<file path="src/rtl/fg_pkg.sv">
package fg_pkg;
    typedef enum logic [1:0] {
        FG_IDLE    = 2'd0,
        FG_ACTIVE  = 2'd1,
        FG_STRETCH = 2'd2,
        FG_LATCHED = 2'd3
    } fg_state_e;
endpackage

</file>
<file path="src/rtl/fg_sync.sv">
module fg_sync #(
    parameter int W = 4
) (
    input  logic         clk,
    input  logic         rst_n,
    input  logic [W-1:0] d_i,
    output logic [W-1:0] q_o
);
    logic [W-1:0] meta_q;
    logic [W-1:0] sync_q;

    always_ff @(posedge clk or negedge rst_n) begin
        if (!rst_n) begin
            meta_q <= '0;
            sync_q <= '0;
        end else begin
            meta_q <= d_i;
            sync_q <= meta_q;
        end
    end

    assign q_o = sync_q;
endmodule

</file>
<file path="src/rtl/fg_src.sv">
module fg_src #(
    parameter int NF = 4
) (
    input  logic [NF-1:0] pin_sync_i,
    input  logic [NF-1:0] dcmp_i,
    input  logic [NF-1:0] sense_i,
    input  logic [NF-1:0] pin_en_i,
    input  logic [NF-1:0] dcmp_en_i,
    input  logic          use_dcmp_i,
    output logic [NF-1:0] pin_act_o,
    output logic [NF-1:0] dcmp_act_o,
    output logic [NF-1:0] src_act_o,
    output logic          live_o
);
    always_comb begin
        pin_act_o  = (pin_sync_i ^ sense_i) & pin_en_i;
        dcmp_act_o = dcmp_i & dcmp_en_i;
        src_act_o  = pin_act_o | (use_dcmp_i ? dcmp_act_o : '0);
        live_o     = |src_act_o;
    end
endmodule

</file>
<file path="src/rtl/fg_status.sv">
module fg_status #(
    parameter int NF = 4
) (
    input  logic          clk,
    input  logic          rst_n,
    input  logic [NF-1:0] src_act_i,
    input  logic [NF-1:0] clr_i,
    input  logic          latch_en_i,
    output logic [NF-1:0] status_o,
    output logic [NF-1:0] lat_nxt_o
);
    logic [NF-1:0] status_q;
    logic [NF-1:0] lat_q;

    // A clear loses against a source that is active in the same cycle.
    assign lat_nxt_o = (lat_q & ~clr_i) | (src_act_i & {NF{latch_en_i}});

    always_ff @(posedge clk or negedge rst_n) begin
        if (!rst_n) begin
            status_q <= '0;
            lat_q    <= '0;
        end else begin
            status_q <= (status_q & ~clr_i) | src_act_i;
            lat_q    <= lat_nxt_o;
        end
    end

    assign status_o = status_q;
endmodule

</file>
<file path="src/rtl/fg_ctrl.sv">
module fg_ctrl
    import fg_pkg::*;
#(
    parameter int NF    = 4,
    parameter int CNT_W = 16
) (
    input  logic             clk,
    input  logic             rst_n,
    input  logic             live_i,
    input  logic [NF-1:0]    lat_nxt_i,
    input  logic             latch_en_i,
    input  logic             minper_en_i,
    input  logic [CNT_W-1:0] minper_i,
    output fg_state_e        state_o,
    output logic [CNT_W-1:0] cnt_o,
    output logic             fault_o
);
    fg_state_e        st_q, st_d;
    logic [CNT_W-1:0] cnt_q;
    logic             stretch_ok;

    assign stretch_ok = minper_en_i && (minper_i != '0);

    // State register and period counter.
    always_ff @(posedge clk or negedge rst_n) begin
        if (!rst_n) begin
            st_q  <= FG_IDLE;
            cnt_q <= '0;
        end else begin
            st_q <= st_d;
            if (live_i)
                cnt_q <= minper_i;
            else if (st_q == FG_STRETCH && cnt_q != '0)
                cnt_q <= cnt_q - 1'b1;
        end
    end

    // Next-state logic.
    always_comb begin
        st_d = st_q;
        unique case (st_q)
            FG_IDLE: begin
                if (live_i) st_d = FG_ACTIVE;
            end
            FG_ACTIVE: begin
                if (!live_i) begin
                    if (latch_en_i && (|lat_nxt_i)) st_d = FG_LATCHED;
                    else if (stretch_ok)            st_d = FG_STRETCH;
                    else                            st_d = FG_IDLE;
                end
            end
            FG_STRETCH: begin
                if (live_i)                              st_d = FG_ACTIVE;
                else if (!minper_en_i || cnt_q <= 'd1)   st_d = FG_IDLE;
            end
            FG_LATCHED: begin
                if (live_i)              st_d = FG_ACTIVE;
                else if (~|lat_nxt_i)    st_d = FG_IDLE;
            end
            default: st_d = FG_IDLE;
        endcase
    end

    // Output decode.
    always_comb begin
        fault_o = (st_q != FG_IDLE);
    end

    assign state_o = st_q;
    assign cnt_o   = cnt_q;
endmodule

</file>
<file path="src/rtl/fault_guard_top.sv">
module fault_guard_top
    import fg_pkg::*;
#(
    parameter int NF    = 4,
    parameter int NOUT  = 8,
    parameter int CNT_W = 16
) (
    input  logic             clk,
    input  logic             rst_n,
    input  logic [NF-1:0]    fault_pin_i,
    input  logic [NF-1:0]    dcmp_i,
    input  logic [NF-1:0]    sense_i,
    input  logic [NF-1:0]    pin_en_i,
    input  logic [NF-1:0]    dcmp_en_i,
    input  logic             use_dcmp_i,
    input  logic             latch_en_i,
    input  logic             minper_en_i,
    input  logic [CNT_W-1:0] minper_i,
    input  logic [NF-1:0]    clr_i,
    input  logic [NOUT-1:0]  pwm_i,
    input  logic [NOUT-1:0]  safe_val_i,
    output logic [NOUT-1:0]  pwm_o,
    output logic             fault_o,
    output logic [NF-1:0]    status_o,
    output logic [NF-1:0]    pin_stat_o,
    output logic [NF-1:0]    dcmp_stat_o
);
    logic [NF-1:0]    pin_sync;
    logic [NF-1:0]    src_act;
    logic [NF-1:0]    lat_nxt;
    logic             live;
    fg_state_e        st_q;
    logic [CNT_W-1:0] cnt_q;

    fg_sync #(.W(NF)) u_sync (
        .clk(clk), .rst_n(rst_n), .d_i(fault_pin_i), .q_o(pin_sync)
    );

    fg_src #(.NF(NF)) u_src (
        .pin_sync_i(pin_sync), .dcmp_i(dcmp_i), .sense_i(sense_i),
        .pin_en_i(pin_en_i), .dcmp_en_i(dcmp_en_i), .use_dcmp_i(use_dcmp_i),
        .pin_act_o(pin_stat_o), .dcmp_act_o(dcmp_stat_o),
        .src_act_o(src_act), .live_o(live)
    );

    fg_status #(.NF(NF)) u_status (
        .clk(clk), .rst_n(rst_n), .src_act_i(src_act), .clr_i(clr_i),
        .latch_en_i(latch_en_i), .status_o(status_o), .lat_nxt_o(lat_nxt)
    );

    fg_ctrl #(.NF(NF), .CNT_W(CNT_W)) u_ctrl (
        .clk(clk), .rst_n(rst_n), .live_i(live), .lat_nxt_i(lat_nxt),
        .latch_en_i(latch_en_i), .minper_en_i(minper_en_i), .minper_i(minper_i),
        .state_o(st_q), .cnt_o(cnt_q), .fault_o(fault_o)
    );

    for (genvar j = 0; j < NOUT; j++) begin : g_lane
        assign pwm_o[j] = fault_o ? safe_val_i[j] : pwm_i[j];
    end
endmodule

</file>
<file path="config.mk">
export PLATFORM = sky130hd
export DESIGN_NAME = fault_guard_top
export DESIGN_NICKNAME = d
export VERILOG_FILES = /design/src/rtl/fg_pkg.sv /design/src/rtl/fg_sync.sv /design/src/rtl/fg_src.sv /design/src/rtl/fg_status.sv /design/src/rtl/fg_ctrl.sv /design/src/rtl/fault_guard_top.sv
export SDC_FILE = /design/constraint.sdc
export NUM_CORES = 1
export LEC_CHECK = 0
export CAP_MARGIN = 20
export CORE_MARGIN = 10
export CORE_UTILIZATION = 40
export CTS_CLUSTER_DIAMETER = 40
export DETAILED_ROUTE_END_ITERATION = 16
export PLACE_DENSITY_LB_ADDON = 0.1
export SYNTH_ARGS = -nofsm -noshare
export SYNTH_HDL_FRONTEND = slang
export SYNTH_SLANG_ARGS = --single-unit
</file>
<file path="constraint.sdc">
create_clock -name clk -period 3.3 [get_ports clk]
set_input_delay 0.825 -clock clk [delete_from_list [all_inputs] [get_ports clk]]
set_output_delay 0.825 -clock clk [all_outputs]
set_load 0.005 [all_outputs]
</file>
# Word-level counts from Yosys, hierarchy flattened
# Cells that the tools add are included.
# classes
add_sub_neg,1
magnitude_cmp,1
n_eq_ne,7
mux,20
bitwise,10
reduce_logical,13
# op_table
cell,n
16-bit 2-to-1 mux,2
16-bit nonzero test,2
4-bit AND,5
16-bit by 1-bit less-or-equal comparator with 1-bit output (second input constant),1
2-bit 2-to-1 mux,8
16-bit by 1-bit subtractor with 16-bit output (second input constant),1
4-bit OR,3
1-bit 2-to-1 mux,8
2-bit one-hot mux with 4 select lines,1
4-bit OR reduction,2
3-bit by 2-bit inequality test with 1-bit output (second input constant),2
2-bit == test (second input constant),2
4-bit 2-to-1 mux,1
4-bit inverter,1
4-bit AND reduction,1
2-bit nonzero test,2
4-bit bitwise XOR,1
1-bit logical AND,3
2-bit by 1-bit == test with 1-bit output (second input constant),1
2-bit logical NOT,1
2-bit by 1-bit inequality test with 1-bit output (second input constant),1
2-bit inequality test (second input constant),1
1-bit logical NOT,1
1-bit logical OR,1
# word_totals
reg_bits,34
in_bits,61
output_inout_bits,21
elab_cells,58

# Depth between registers and ports, before layout
# Gate-level depths: netlist of the first run.
# depth
depth_word,10
ltp_mapped,8
depth_no_buf,6

# Modules after synthesis
# A second synthesis of the first run with hierarchy kept.
# unflattened
hier_cells,203
area_unflattened_um2,1970.6
# by_module_without_submodules
mod,instances,cells_each,area_each_um2,seq_area_each_um2
fg_ctrl,1,149,1219.9,450.4
fg_status,1,20,282.8,200.2
fg_sync,1,8,200.2,200.2
fg_src,1,17,136.4,0.0
fault_guard_top,1,9,131.4,0.0

# Worst setup path before layout of the first run
# OpenSTA, ideal clock, no wires.
# synth_timing
path_type,input -> register
startpoint,input sense_i[1]
endpoint,register u_ctrl.cnt_q[6] (netlist: u_ctrl.cnt_o[6])
setup_ns,0.125
arrival_time_ns,2.200
t_required_ns,3.175
setup_slack_ns,0.975
cell_stages,5
path_buffers,1
path_cell_list,xor2_1 > a22oi_1 > and4_1 > buf_6 > mux2_2
# synth_via
elab_chain_cells,5
elab_cells_between_ends,6
classes_between,1 x mux; 3 x bitwise; 2 x reduce/logical
# synth_lines
element,line,source
from (decl),fault_guard_top.sv:12,"input logic [NF-1:0] sense_i,"
4-bit bitwise XOR (*),fg_src.sv:16,pin_act_o = (pin_sync_i ^ sense_i) & pin_en_i;
4-bit AND (*),fg_src.sv:16,
4-bit OR (*),fg_src.sv:18,src_act_o = pin_act_o | (use_dcmp_i ? dcmp_act_o : '0);
4-bit OR reduction (*),fg_src.sv:19,live_o = |src_act_o;
16-bit 2-to-1 mux or 2-bit nonzero test (tied branches),n/a,
to (signal assigned),fg_ctrl.sv:32,cnt_q <= minper_i;
to (signal assigned),fg_ctrl.sv:34,cnt_q <= cnt_q - 1'b1;
to (decl),fg_ctrl.sv:19,logic [CNT_W-1:0] cnt_q;
# Mark *: on every way between the ends. The rest lies on a longest branch, timed or not.
# A chain may end at the register's enable or synchronous reset.

# Final worst setup path of the first run
# layout_timing
startpoint,register u_ctrl.st_q[1] (netlist: u_ctrl.state_o[1])
endpoint,output pwm_o[6]
# layout_via
elab_chain_cells,2
# layout_lines
element,line,source
from (decl),fg_ctrl.sv:18,"fg_state_e st_q, st_d;"
from (signal assigned),fg_ctrl.sv:30,st_q <= st_d;
2-bit nonzero test,fg_ctrl.sv:66,fault_o = (st_q != FG_IDLE);
1-bit 2-to-1 mux,fault_guard_top.sv:58,assign pwm_o[j] = fault_o ? safe_val_i[j] : pwm_i[j];
to (decl),fault_guard_top.sv:22,"output logic [NOUT-1:0] pwm_o,"
# Every way passes these cells.

==> results.json, run 1 <==
{
  "syn_nets": 266,
  "fin_nets": 350,
  "die_w_um": 91.5,
  "clk_pin_slew_ns": 0.08,
  "cp-end-kind": "output port",
  "postRouteAntennaNets": 0,
  "dieArea_mm2": 0.00838,
  "drv_cap": 0,
  "fin_crit_sh_pct": 90.9,
  "period_needed_ns": 3.00,
  "start_kind": "flop",
  "crit_type": "flop to output port",
  "power_density_mw_per_mm2": 424,
  "fillerInstances": 419,
  "clockBufferDepth": 2,
  "synth_cell_types": 41,
  "diodes": 0,
  "critPathSlowestCell": "nor2_1",
  "drt_iter0_markers": 86,
  "port_buffers": 81,
  "synth_top_cell_area_share_pct": 41.6,
  "synth_area_leader_cell": "dfrtp_1",
  "critPathBufInv": 1,
  "htreeDepth": 2,
  "worstPathCellList": "nor2_1 > mux2_2 > clkdlybuf4s50_1",
  "crit_path_max_fanout": 9,
  "synth_edf_count": 0,
  "grt_first_pass_wirelength_um": 10600,
  "synth-main-ff-cell": "dfrtp_1",
  "required_ns": 2.47,
  "cts_tree": "yes",
  "avgSynthCellArea_um2": 10.1,
  "drive_above_1_share_pct": 11.1,
  "initial_core_util_pct": 42.2,
  "leakagePower_nw": 1.11,
  "layout_commonest_cell": "clkdlybuf4s50_1",
  "slew_violations": 0,
  "via_per_inst": 5.78,
  "post-dp-hpwl_um": 5250,
  "routedWlPerCell_um": 18.8,
  "core_area_mm2": 0.00485,
  "grt_pass1_vias": 1933,
  "drc": 0,
  "relSlewSlack_pct": 53.3,
  "final_hold_viol_count": 0,
  "fin_worst_skew_ns": 0.00820,
  "yosysWarningCount": 0,
  "mappedNetlistArea_mm2": 0.00205,
  "die_h_um": 91.5,
  "ys_seq_area_share_pct": 41.6,
  "place_congestion": 0.799,
  "outcome": "finished clean",
  "ys_ff_latch": 34,
  "cts_setup_buffers": 0,
  "worst_slew_pin_slew_ns": 0.697,
  "cts_buffers": 5,
  "drt-total-wl_um": 6640,
  "async_reset_ff_share_pct": 100,
  "antenna_found_initial": 0,
  "cp_data_arrival_time_ns": 2.17,
  "rows": 25,
  "crit_family": "simple AND/OR/NAND/NOR gates",
  "place_area_mm2": 0.00290,
  "clock_latency_ns": 0.29,
  "cts_root_buf": "clkbuf_8",
  "mostFrequentLayoutCells": "clkdlybuf4s50_1, dfrtp_1, o21ai_0, a41oi_1, a31oi_1",
  "setup_viol": 0,
  "rsz0062_at_grt": "false",
  "holdBufCountCts": 0,
  "cp_slowest_stage_delay_ns": 0.57,
  "cts_resized": 0,
  "min_path_type": "flop to flop",
  "grt-ovfl-total": 0,
  "vias": 2047,
  "cts_sinks": 34,
  "io_pins": 82,
  "syn-instance-count": 202,
  "grtUsageTotal_pct": 15.6,
  "timing.fmax_mhz": 334,
  "setup_tns_ns": 0,
  "dr.pass1.iters": 4,
  "yosys-top-cells-area": "dfrtp_1, a41oi_1, mux2_2, a31oi_1, o21ai_0",
  "irDropWorstVdd_v": 0.000214,
  "final_cell_area_mm2": 0.00304,
  "area_delta_synth_final_pct": 48.5,
  "grt_max_degree": 35
}
## cell type report
type | instances | area, µm² | area share [%]
clock inverter | 3 | 68.8 | 2.26
multi-input combinational | 149 | 1080 | 35.4
tap | 67 | 83.8 | 2.76
sequential | 34 | 851 | 28.0
inverter | 9 | 33.8 | 1.11
clock buffer | 5 | 68.8 | 2.26
timing repair buffer | 87 | 856 | 28.2
## cells in the mapped netlist, types with 4 or more instances
cell type,instances
dfrtp_1,34
nor2_1,5
buf_6,5
inv_1,9
nand2b_1,5
nand4_1,5
a41oi_1,15
a31oi_1,15
nor4_1,6
mux2_2,9
o31ai_1,6
xor2_1,4
or4_1,7
and2_1,8
or3_2,4
or3_1,5
a22oi_1,4
o21ai_0,16
nand2_1,4
## kinds of logic (layout without fill, tap and decap cells)
family          after synthesis  after routing  share of synthesized area (%)
fa+ha+maj                     3              3                           1.83
simple gates                 69             69                           22.3
xor+xnor                      4              4                           1.71
compound gates               64             64                           21.9
mux                           9              9                           4.95
flops                        34             34                           41.6
buf+inv                      19            104                           5.81
## worst register-to-register path, delay by kind of cell, from the launching register on
| kind | cells | cell delay, ns |
|---|---|---|
| simple gates | 3 | 1.75 |
| compound gates | 1 | 0.18 |
| flops | 1 | 0.44 |
## registers in the layout (all words and copies together), names as in the netlist
| name | cells |
|---|---|
| u_ctrl.state_o | 2 |
| u_status.lat_q | 4 |
| u_status.status_o | 4 |
| u_ctrl.cnt_o | 16 |
| u_sync.meta_q | 4 |
| u_sync.q_o | 4 |
## metal layers
metal  track usage, %  wire length, µm  up-vias
li1                 -                -      977
met1             21.9             3090      980
met2             23.1             3000       85
met3             4.12              496        5
met4             3.52               51        0
met5                0                0        -
## where the power goes
part           leakage, nW  switching (mW)  internal, mW
logic                0.646           0.133         0.182
clock network       0.0683           0.167         0.303
registers            0.397          0.0426         0.461
## final timing paths
check / from / endpoint / slack [ns] / cells after the start
worst max-delay path: u_ctrl.state_o[1]$_DFFE_PN0P_ / pwm_o[6] / 0.30 / 3
worst min-delay path: u_sync.meta_q[0]$_DFF_PN0_ / u_sync.q_o[0]$_DFF_PN0_ / 0.35 / 0
worst max register to register: u_ctrl.cnt_o[2]$_DFFE_PN0P_ / u_ctrl.cnt_o[9]$_DFFE_PN0P_ / 0.85 / 4
worst min register to register: u_sync.meta_q[0]$_DFF_PN0_ / u_sync.q_o[0]$_DFF_PN0_ / 0.35 / 0
max in group asynchronous: rst_n / u_sync.q_o[1]$_DFF_PN0_ / 2.04 / 2
min in group asynchronous: rst_n / u_status.status_o[2]$_DFF_PN0_ / 0.94 / 2
## through the flow
step	total power [mW]	hold slack [ns]	cells	util [%]	setup slack, ns
2_1_floorplan	0.651	0.331	202	-	0.975
3_3_place_gp	0.820	0.334	346	59.8	0.337
3_5_place_dp	0.827	0.337	346	59.8	0.347
4_1_cts	1.30	0.354	354	62.7	0.276
5_1_grt	1.36	0.367	354	62.7	0.163
6_report	1.29	0.351	354	62.7	0.302
Note: power is estimated with default switching activity, not from simulation.
==> run 2: changes to the inputs <==
--- a/config.mk
+++ b/config.mk
@@ -5,6 +5,7 @@
 export SDC_FILE = /design/constraint.sdc
 export NUM_CORES = 1
 export LEC_CHECK = 0
+export ABC_AREA = 1
 export CAP_MARGIN = 20
 export CORE_MARGIN = 10
 export CORE_UTILIZATION = 40
==> run 2 against run 1 <==
Compared with the run above: flip-flop and latch count is the same; synthesized cell count grew 42%; utilization shrank 1.7 points; synthesized area grew 1.5%; sequential share of layout area shrank 0.51 points; combinational power grew 57%; first-iteration DRC count grew 64%; clock power is essentially flat; count of clock-buffer cells in the layout grew 1; maximum frequency grew 2.2%; clock skew is essentially flat; sequential power grew 2%; critical path type unchanged; largest power group unchanged.
==> results.json, run 2 <==
{
  "synth_cell_types": 31,
  "area_delta_synth_final_pct": 49.0,
  "slew_violations": 0,
  "largest_reg_flops": 16,
  "cts_sinks": 34,
  "cts_buffers": 5,
  "antenna_found_initial": 0,
  "vias": 2082,
  "netlist_top_cells_count": "nand2_1, dfrtp_1, nor2_1",
  "layout_commonest_cell": "nand2_1",
  "synth_top_cell_area_share_pct": 41.0,
  "via_per_inst": 4.69,
  "rows": 26,
  "drive_above_1_share_pct": 7.75,
  "diodes": 0,
  "dieArea_mm2": 0.00848,
  "drt_iter0_markers": 141,
  "core_area_mm2": 0.00507,
  "cts_resized": 0,
  "grt_max_degree": 35,
  "setup_viol": 0,
  "die_h_um": 92.1,
  "leakagePower_nw": 1.47,
  "mostFrequentLayoutCells": "nand2_1, clkdlybuf4s50_1, dfrtp_1, nor2_1, inv_1",
  "dr.pass1.iters": 4,
  "ys_ff_latch": 34,
  "timing.fmax_mhz": 341,
  "clockBufferDepth": 2,
  "place_congestion": 0.854,
  "cts_setup_buffers": 0,
  "cts_tree": "yes",
  "fin_worst_skew_ns": 0.00851,
  "yosysWarningCount": 0,
  "port_buffers": 81,
  "fin_util_pct": 61.0,
  "clk_pin_slew_ns": 0.07,
  "synth_edf_count": 0,
  "synth.most_common_cell": "nand2_1",
  "cp_data_arrival_time_ns": 2.11,
  "worst_slew_pin_slew_ns": 0.434,
  "drv_cap": 0,
  "mappedNetlistArea_mm2": 0.00208,
  "grt_first_pass_wirelength_um": 9770,
  "cp-end-kind": "output port",
  "stdcell_count": 444,
  "required_ns": 2.47,
  "avgSynthCellArea_um2": 7.26,
  "crit_type": "flop to output port",
  "min_path_cells": 0,
  "grt-ovfl-total": 0,
  "r2r_setup_slack_ns": 1.32,
  "fin_nets": 437,
  "reg2reg_depth": 9,
  "drt-total-wl_um": 5900,
  "grt_pass1_vias": 2058,
  "rsz0062_at_grt": "false",
  "die_w_um": 92.1,
  "holdBufCountCts": 0,
  "irDropWorstVdd_v": 0.000320,
  "fin_crit_sh_pct": 88.9,
  "routedWlPerCell_um": 13.3,
  "whs_ns": 0.349,
  "power_density_mw_per_mm2": 477,
  "setup_tns_ns": 0,
  "postRouteAntennaNets": 0,
  "clock_latency_ns": 0.28,
  "htreeDepth": 2,
  "placed_cells": 436,
  "yosys-top-cells-area": "dfrtp_1, nand2_1, nor2_1, inv_1, nand3_1",
  "ys_seq_area_share_pct": 41.0,
  "async_reset_ff_share_pct": 100,
  "cts_root_buf": "clkbuf_8",
  "synth-main-ff-cell": "dfrtp_1",
  "grtUsageTotal_pct": 14.0,
  "outcome": "finished clean",
  "crit_path_max_fanout": 10,
  "relSlewSlack_pct": 71.1,
  "initial_core_util_pct": 40.9,
  "post-dp-hpwl_um": 4750,
  "syn-instance-count": 286,
  "syn_nets": 350,
  "io_pins": 82,
  "drc": 0,
  "fillerInstances": 462,
  "min_path_type": "flop to flop",
  "start_kind": "flop",
  "period_needed_ns": 2.93,
  "final_hold_viol_count": 0,
  "synth_area_leader_cell": "dfrtp_1"
}
## run 2: changes by cell type after synthesis, moves of 12 or more
cell     before  now
nand2_1       4  110
nor2_1        5   30
inv_1         9   29
a31oi_1      15    0
a41oi_1      15    0
nand3_1       3   16
o21ai_0      16    4
## run 2: worst max-delay path, stage by stage (launching register included)
cell,delay (ns)
dfrtp_1,0.49
nor2_2,0.35
clkinv_1,0.35
nand2_1,0.14
nand2_1,0.06
clkdlybuf4s50_1,0.44
## run 2: cell families (layout without fill, tap and decap cells)
family,count (synthesis),count (layout),share of synthesized area [%]
compound gates,21,21,6.93
xor+xnor,11,11,4.64
fa+ha+maj,3,3,1.81
buf+inv,37,125,8.07
flops,34,34,41.0
simple gates,180,180,37.6
## run 2: cell type report
type / count / area, µm² / area share [%]
clock inverters: 2 / 60.1 / 1.94
inverters: 34 / 130 / 4.20
clock buffers: 6 / 82.6 / 2.67
well taps: 70 / 87.6 / 2.83
repair buffers: 83 / 826 / 26.7
multi-input cells: 215 / 1060 / 34.2
flip-flops and latches: 34 / 851 / 27.5
## run 2: power by group
| group | internal [mW] | switching, mW |
|---|---|---|
| registers | 0.465 | 0.0479 |
| logic | 0.260 | 0.234 |
| clock network | 0.322 | 0.149 |
| total | 1.05 | 0.431 |
## run 2: path summary, 6_finish.rpt
kind / startpoint / to
worst min-delay path: u_sync.meta_q[3]$_DFF_PN0_ / u_sync.q_o[3]$_DFF_PN0_
worst max register to register: u_sync.q_o[1]$_DFF_PN0_ / u_ctrl.cnt_o[7]$_DFFE_PN0P_
min in group asynchronous: rst_n / u_ctrl.cnt_o[4]$_DFFE_PN0P_
worst min register to register: u_sync.meta_q[3]$_DFF_PN0_ / u_sync.q_o[3]$_DFF_PN0_
worst max-delay path: u_ctrl.state_o[1]$_DFFE_PN0P_ / pwm_o[5]
max in group asynchronous: rst_n / u_ctrl.cnt_o[7]$_DFFE_PN0P_
## run 2: through the flow
stage,setup slack [ns],power (mW),cell area (µm²)
finish,0.366,1.48,3100
global route,0.137,1.58,3100
CTS,0.322,1.50,3100
detailed placement,0.418,1.02,2950
global placement,0.425,1.02,2950
floorplan,1.33,0.759,2080
## run 2: layer usage
layer	GRT usage, %	routed length, µm
met5	0	0
met4	2.96	38
met3	4.40	281
met2	23.6	2880
met1	17.0	2700
==> run 3: changes to the inputs <==
--- a/config.mk
+++ b/config.mk
@@ -8,10 +8,12 @@
 export ABC_AREA = 1
 export CAP_MARGIN = 20
 export CORE_MARGIN = 10
-export CORE_UTILIZATION = 40
+export CORE_UTILIZATION = 44
 export CTS_CLUSTER_DIAMETER = 40
 export DETAILED_ROUTE_END_ITERATION = 16
 export PLACE_DENSITY_LB_ADDON = 0.1
+export SETUP_SLACK_MARGIN = 0.05
+export SKIP_CTS_REPAIR_TIMING = 1
 export SYNTH_ARGS = -nofsm -noshare
 export SYNTH_HDL_FRONTEND = slang
 export SYNTH_SLANG_ARGS = --single-unit
==> run 3 against run 2 <==
Compared with the run above: utilization increased by 6.5 points; die area decreased by 7.2%; clock skew decreased by 0.0046 ns; critical path depth decreased by 1; worst hold slack got worse by 0.00071 ns; total power decreased by 10%; non-clock buffer count unchanged; flip-flop and latch count unchanged; via count decreased by 1.7%; final area decreased by 2.4%; largest power group unchanged; highest routed layer unchanged.
==> results.json, run 3 (synthesis gave the netlist of run 2 again) <==
{
  "final_hold_viol_count": 0,
  "drt-total-wl_um": 5800,
  "critPathBufInv": 2,
  "area_delta_synth_final_pct": 45.5,
  "crit_family": "buffers and inverters",
  "fin_nets": 437,
  "port_buffers": 81,
  "cp_data_arrival_time_ns": 2.10,
  "p_clk_share_pct": 23.9,
  "worstPathCellList": "clkdlybuf4s50_1 > nor2_1 > nor2_1 > clkdlybuf4s50_1",
  "power_density_mw_per_mm2": 438,
  "htreeDepth": 2,
  "required_ns": 2.47,
  "via_per_inst": 4.80,
  "cts_sinks": 34,
  "timing.fmax_mhz": 342,
  "worst_slew_pin_slew_ns": 0.448,
  "io_pins": 82,
  "placed_cells": 418,
  "drc": 0,
  "min_path_type": "flop to flop",
  "outcome": "finished clean",
  "post-dp-hpwl_um": 4670,
  "cts_root_buf": "clkbuf_8",
  "setup_viol": 0,
  "postRouteAntennaNets": 0,
  "stdcell_count": 426,
  "pwr-share-comb_pct": 37.3,
  "grt_first_pass_wirelength_um": 9370,
  "total_power_mw": 1.32,
  "crit_path_max_fanout": 2,
  "leakagePower_nw": 1.45,
  "cts_tree": "yes",
  "grt-ovfl-total": 0,
  "crit_type": "primary input to output port",
  "grtUsageTotal_pct": 14.9,
  "dieArea_mm2": 0.00787,
  "diodes": 0,
  "cts_buffers": 5,
  "rows": 24,
  "start_kind": "primary input",
  "layout_commonest_cell": "nand2_1",
  "die_h_um": 88.7,
  "rsz0062_at_grt": "false",
  "clockBufferDepth": 2,
  "irDropWorstVdd_v": 0.000198,
  "cp_slowest_stage_delay_ns": 0.56,
  "core_area_mm2": 0.00447,
  "clock_latency_ns": 0.29,
  "antenna_found_initial": 0,
  "fin_crit_sh_pct": 88.5,
  "setup_tns_ns": 0,
  "grt_pass1_vias": 1969,
  "clk_pin_slew_ns": 0.06,
  "power.internal_mw": 0.893,
  "routedWlPerCell_um": 13.6,
  "dr.pass1.iters": 4,
  "drive_above_1_share_pct": 7.49,
  "vias": 2046,
  "die_w_um": 88.7,
  "period_needed_ns": 2.92,
  "p_sw_mw": 0.430,
  "pwr-share-seq_pct": 38.8,
  "cp-end-kind": "output port",
  "largest_reg_flops": 16,
  "critPathSlowestCell": "clkdlybuf4s50_1",
  "place_congestion": 0.880,
  "fillerInstances": 423,
  "drt_iter0_markers": 104,
  "netSwitchingFraction_pct": 32.5,
  "mostFrequentLayoutCells": "nand2_1, clkdlybuf4s50_1, dfrtp_1, nor2_1, inv_1",
  "drv_cap": 0,
  "fin_worst_skew_ns": 0.00396,
  "grt_max_degree": 35,
  "slew_violations": 0,
  "initial_core_util_pct": 46.4,
  "relSlewSlack_pct": 69.8
}
==> run 3: cell count changes in the layout (fill, tap and decap cells not counted), sizes merged <==
cell    previous run  this run
bufinv             2         0
clkbuf             6         7
clkinv             1         2
==> run 3: path summary, 6_finish.rpt <==
path	start	end	slack [ns]	depth (start not counted)
max	sense_i[3]	pin_stat_o[3]	0.38	4
min	u_sync.meta_q[1]$_DFF_PN0_	u_sync.q_o[1]$_DFF_PN0_	0.35	0
max reg2reg	u_sync.q_o[2]$_DFF_PN0_	u_ctrl.cnt_o[7]$_DFFE_PN0P_	1.36	9
min reg2reg	u_sync.meta_q[1]$_DFF_PN0_	u_sync.q_o[1]$_DFF_PN0_	0.35	0
max in group asynchronous	rst_n	u_ctrl.cnt_o[3]$_DFFE_PN0P_	2.04	2
min in group asynchronous	rst_n	u_status.status_o[0]$_DFF_PN0_	0.95	2
==> run 3: area by class of cell <==
type	instances	area (µm²)	share of cell area, %
Sequential cell	34	851	28.2
Inverter	34	130	4.31
Timing Repair Buffer	83	826	27.3
Clock inverter	1	5.00	0.166
Tap cell	52	65.1	2.15
Multi-Input combinational cell	215	1060	35.0
Clock buffer	7	86.3	2.86
==> run 3: routing by layer <==
layer  global-route usage, %  part of all wire, %  wire length [µm]  vias to the layer above
li1                        -                    -                 -                     1072
met3                    4.50                  8.3               480                       11
met4                    5.29                  1.8               105                        0
met1                    17.7                   43              2490                      894
met2                    24.8                   47              2720                       69
met5                       0                    0                 0                        -
==> run 3: through the flow <==
step,hold slack (ns),cell area (µm²),utilization [%],setup WS [ns]
finish,0.349,3020,67.5,0.379
global route,0.356,3020,67.5,0.151
CTS,0.350,3020,67.5,0.340
detailed placement,0.335,2930,65.5,0.365
global placement,0.333,2930,65.5,0.400
floorplan,0.331,2080,-,1.33
==> run 3: power by group through the flow <==
stage / Sequential, mW / Clock (mW) / Combinational [mW]
final: 0.513 / 0.316 / 0.493
after global routing: 0.520 / 0.344 / 0.557
after CTS: 0.512 / 0.324 / 0.501
after detailed placement: 0.520 / 0 / 0.499
after global placement: 0.519 / 0 / 0.493
after floorplan: 0.509 / 0 / 0.251
